--- src/rtl/adc_seq_timer.sv ---
module adc_seq_timer #(
  parameter int WAIT_W = 4
) (
  input  logic              clk,
  input  logic              rst_n,
  input  logic              conv_en,
  input  logic              chan_wr,
  input  logic [2:0]        mode,
  input  logic [WAIT_W-1:0] wait_len,
  output logic              busy,
  output logic              sh_en,
  output logic [2:0]        phase,
  output logic              irq,
  output logic              mode_err
);
  localparam int CW = 9;
  localparam logic [2:0] S_IDLE = 3'd0, S_WAIT = 3'd1, S_DLY = 3'd2,
                         S_SMP = 3'd3, S_CNV = 3'd4;

  logic [2:0]    st;
  logic [CW-1:0] cnt;
  logic [1:0]    fdiv;
  logic          en_q;
  logic [CW-1:0] t_conv, t_smp, t_dmin;

  always_comb begin
    case (mode)
      3'b000:  begin t_conv = 9'd288; t_smp = 9'd40; t_dmin = 9'd32; end
      3'b001:  begin t_conv = 9'd240; t_smp = 9'd32; t_dmin = 9'd28; end
      3'b010:  begin t_conv = 9'd192; t_smp = 9'd24; t_dmin = 9'd24; end
      3'b100:  begin t_conv = 9'd144; t_smp = 9'd20; t_dmin = 9'd16; end
      3'b101:  begin t_conv = 9'd120; t_smp = 9'd16; t_dmin = 9'd14; end
      3'b110:  begin t_conv = 9'd96;  t_smp = 9'd12; t_dmin = 9'd12; end
      default: begin t_conv = 9'd96;  t_smp = 9'd12; t_dmin = 9'd12; end
    endcase
  end

  assign mode_err = mode[1] & mode[0];

  wire start    = conv_en & (~en_q | chan_wr);
  wire bnd      = mode[2] ? fdiv[0] : (fdiv == 2'b11);
  wire last_cnv = (st == S_CNV) && (cnt == t_conv - t_smp - 9'd1);
  wire [CW-1:0] wait_ext = CW'(wait_len);

  always_ff @(posedge clk or negedge rst_n) begin
    if (!rst_n) begin
      st   <= S_IDLE;
      cnt  <= '0;
      fdiv <= '0;
      en_q <= 1'b0;
      irq  <= 1'b0;
    end else begin
      fdiv <= fdiv + 2'd1;
      en_q <= conv_en;
      irq  <= 1'b0;
      if (!conv_en || mode_err) begin
        st  <= S_IDLE;
        cnt <= '0;
      end else if (start) begin
        st  <= (wait_len != '0) ? S_WAIT : S_DLY;
        cnt <= '0;
        irq <= last_cnv;
      end else begin
        case (st)
          S_WAIT: if (cnt == wait_ext - 9'd1) begin st <= S_DLY; cnt <= '0; end
                  else cnt <= cnt + 9'd1;
          S_DLY:  if (cnt >= t_dmin - 9'd1 && bnd) begin st <= S_SMP; cnt <= '0; end
                  else cnt <= cnt + 9'd1;
          S_SMP:  if (cnt == t_smp - 9'd1) begin st <= S_CNV; cnt <= '0; end
                  else cnt <= cnt + 9'd1;
          S_CNV:  if (last_cnv) begin st <= S_SMP; cnt <= '0; irq <= 1'b1; end
                  else cnt <= cnt + 9'd1;
          default: begin st <= S_IDLE; cnt <= '0; end
        endcase
      end
    end
  end

  assign phase = st;
  assign busy  = (st != S_IDLE);
  assign sh_en = (st == S_SMP);


  irq_single_chk: assert property (@(posedge clk) disable iff (!rst_n)
    irq |=> !irq);

  irq_after_cnv_chk: assert property (@(posedge clk) disable iff (!rst_n)
    irq |-> $past(phase) == S_CNV);

  abort_idle_chk: assert property (@(posedge clk) disable iff (!rst_n)
    !conv_en |=> (phase == S_IDLE) && !irq);

  bad_mode_chk: assert property (@(posedge clk) disable iff (!rst_n)
    mode_err |=> !busy);

  smp_entry_chk: assert property (@(posedge clk) disable iff (!rst_n)
    $rose(sh_en) |-> ($past(phase) == S_DLY || $past(phase) == S_CNV));
endmodule

--- config.mk ---
export PLATFORM = sky130hd
export DESIGN_NAME = adc_seq_timer
export DESIGN_NICKNAME = d
export VERILOG_FILES = /design/src/rtl/adc_seq_timer.sv
export SDC_FILE = /design/constraint.sdc
export NUM_CORES = 1
export LEC_CHECK = 0
export ABC_AREA = 1
export CORE_MARGIN = 3
export CORE_UTILIZATION = 43
export DETAILED_ROUTE_END_ITERATION = 10
export DONT_BUFFER_PORTS = 1
export SYNTH_ARGS = -nofsm -noshare
export SYNTH_HDL_FRONTEND = slang
export SYNTH_SLANG_ARGS = --single-unit
--- constraint.sdc ---
create_clock -name clk -period 2.9 [get_ports clk]
set_input_delay 0.58 -clock clk [delete_from_list [all_inputs] [get_ports clk]]
set_output_delay 0.58 -clock clk [all_outputs]
set_load 0.03 [all_outputs]
==> out/metrics.yaml <==
run_status: "completed"
grt_util_all_layers: 0.176
crit_start: "mode[0]"
clock_tree_from_tritoncts: "done"
wl_per_cell_um: 12.0
cts_bufs_inserted: 3
boundaryPins: 18
die_area_um2: 4380
mappedNetlistArea_um2: 1560
syn_avg_cell_area_um2: 6.28
critical_path.reg2reg.endpoint: "cnt[8]$_DFF_PN0_"
cts_repair_resize_count: 0
ctsHtreeMaxLevel: 1
cts.sinks: 16
rrSetupSlack_ns: 0.88
crit_slowest_cell: "fa_1"
crit_path_frequent_cell: "nand2_1"
via_count: 1480
r2r_cells: 9
floorplan.initialDensity: 0.456
fin_util: 0.487
timing_hold_violations_final: 0
holdCritPathClass: "in2reg"
root_buffer: "clkbuf_4"
number_of_input_and_output_port_buffers_inserted: 0
ys_warn_count: 0
synth.distinct_cells: 29
multiInputGateArea_um2: 983
synth.yosys.seq_area_share: 0.257
die_w_um: 66.2
actual_slew_at_the_worst_max_slew_pin_ns: 0.723
number_of_instances_in_the_placed_design: 294
final-setup-viol-count: 0
crit_path_cell_trace: "nor2_2, nand2_1, nand2_1, inv_1, fa_1, inv_1, a21oi_1, nand3_1, nor2_1, nand3_1, nor2_1, nand3_1, nand2_1, nand3_4, nand2_4, nand2_1, nand2_1"
floorplan.die.height_um: 66.2
insertedDiodeCount: 0
clock_tree.buffer_depth: 2
skew_ns: 0.0107
critPathMaxFanout: 9
crit_arrival_ns: 2.63
drive_gt1_frac: 0.0751
gpl.final_weighted_congestion: 0.842
grt_pass1_wl_um: 6070
drt-initial-drc-count: 68
final.setup.tns_ns: 0
first_global_vias: 1414
grt_antenna_before_repair: 0
routed_wirelength_um: 3580
drt_first_pass_iters: 4
clock_latency_ns: 0.28
max-slew-margin-rel: 0.516
worst_setup_path_endpoint: "phase[1]$_DFFE_PN0P_"
finish.cell_count_without_fillers: 299
drv_cap: 0
power.density_nw_per_um2: 317
area.growth.synth_to_final_pct: 6.83
final_max_slew_viol_count: 0
max-vdd-ir-drop_uv: 235
path_class: "in2reg"
shortest_period_the_worst_path_allows_ns: 2.40
rr_startpoint: "phase[1]$_DFFE_PN0P_"
report.power.total_uw: 528
critical_path.endpoint_type: "register"
placement_rows: 21
dp.final_hpwl_um: 2960
synthCells: 248
req_time_crit_path_ns: 3.13
cts.clk_slew.worst_paths_ns: 0.10
grt_overflow: 0
route.antenna.remaining_nets: 0
maxClockFrequency_ghz: 0.416
fillCellCount: 364
final.period_utilization: 0.829
layout.nets: 277
p_leak_nw: 0.936
grt_start_max_net_pins: 17
synth_seq_cells: 16
floorplan.core_area_um2: 3420
vias_per_cell: 4.95
slowest_delay_ns: 0.56
nature_of_the_critical_path_startpoint: "primary input"
register_area_um2: 400
drc_errors: 0
rsz0062_at_grt: "no"
syn-num-nets: 271
[cells in the mapped netlist (all sizes together)]
library cell  instances  area share
a21oi                 8       0.026
a31oi                 1      0.0040
buf                   1      0.0032
dfrtp                16        0.26
fa                    1       0.013
ha                   11       0.088
inv                  45        0.11
nand2                80        0.20
nand3                25       0.088
nand3b                1      0.0048
nand4                 4       0.016
nor2                 32       0.087
nor3                  4       0.013
nor4                  1      0.0040
o21a                  1      0.0048
o21ai                 6       0.019
or2                   4       0.016
xnor2                 4       0.022
xnor3                 1       0.014
xor2                  2       0.011
[critical path, delay by kind of cell]
kind / cells / cell delay [ns]
adder cells (fa/ha/maj): 1 / 0.56
AO/OA/AOI/OAI: 1 / 0.11
AND/OR/NAND/NOR: 13 / 1.25
buffers and inverters: 2 / 0.13
[worst min path at each step]
stage | from | slack (ns) | depth (start not counted) | end
3_5_place_dp | rst_n | 0.28 | 0 | cnt[3]$_DFF_PN0_
6_report | conv_en | 0.33 | 0 | en_q$_DFF_PN0_
3_3_place_gp | rst_n | 0.28 | 0 | cnt[0]$_DFF_PN0_
5_1_grt | conv_en | 0.30 | 0 | en_q$_DFF_PN0_
4_1_cts | conv_en | 0.31 | 0 | en_q$_DFF_PN0_
2_1_floorplan | rst_n | 0.28 | 0 | cnt[0]$_DFF_PN0_
[cell usage in the layout, fill, tap and decap left out, drive strengths merged]
| cell type | count |
|---|---|
| or2 | 4 |
| nand3 | 25 |
| inv | 45 |
| xnor2 | 4 |
| clkbuf | 4 |
| nor3 | 4 |
| xnor3 | 1 |
| dlygate4sd3 | 1 |
| xor2 | 2 |
| ha | 11 |
| o21ai | 6 |
| nand3b | 1 |
| a21oi | 8 |
| nand2 | 80 |
| nor4 | 1 |
| fa | 1 |
| a31oi | 1 |
| nor2 | 32 |
| dfrtp | 16 |
| buf | 1 |
| nand4 | 4 |
| o21a | 1 |
[stage by stage]
step                hold slack, ns  worst slack (ns)  instance area (µm²)
floorplan                    0.284             0.237                 1560
global placement             0.285             0.231                 1620
detailed placement           0.285             0.209                 1620
CTS                          0.312             0.501                 1660
global route                 0.301             0.288                 1660
finish                       0.326             0.495                 1660
[cell type report]
| class | instances | share of cell area |
|---|---|---|
| multi-input cells | 186 | 0.591 |
| well taps | 46 | 0.0346 |
| flip-flops and latches | 16 | 0.241 |
| repair buffers | 2 | 0.0105 |
| inverters | 45 | 0.102 |
| clock buffers | 4 | 0.0218 |
[power by group]
part | switching (mW) | internal, mW
sequential | 0.0131 | 0.227
combinational | 0.0919 | 0.0514
clock | 0.0682 | 0.0763
[sequential cells by signal (all words and copies together) (netlist names)]
register  cells
fdiv          2
phase         3
en_q          1
cnt           9
irq           1
[cell families (layout without fill, tap and decap cells)]
family,count (synthesis),count (layout),share of synthesized area
and+or+nand+nor,151,151,0.428
adders and majority gates,12,12,0.101
AOI/OAI and AO/OA,16,16,0.0538
xor gates and xnor gates,7,7,0.0482
DFF,16,16,0.257
buffers and inverters,46,51,0.112
[metal layers]
layer / part of all wire / global-route usage / wire length, µm / vias to the layer above
li1: - / - / - / 783
met5: 0 / 0 / 0 / -
met1: 0.49 / 0.262 / 1760 / 661
met3: 0.049 / 0.0170 / 177 / 4
met4: 0.010 / 0.0457 / 36 / 0
met2: 0.45 / 0.273 / 1600 / 32
[repair_timing]
action / in CTS / in global routing
hold buffers: 1 / 0
setup buffers: 0 / 0
hold endpoints to repair: 16 / 0
(Power assumes the default switching activity.)
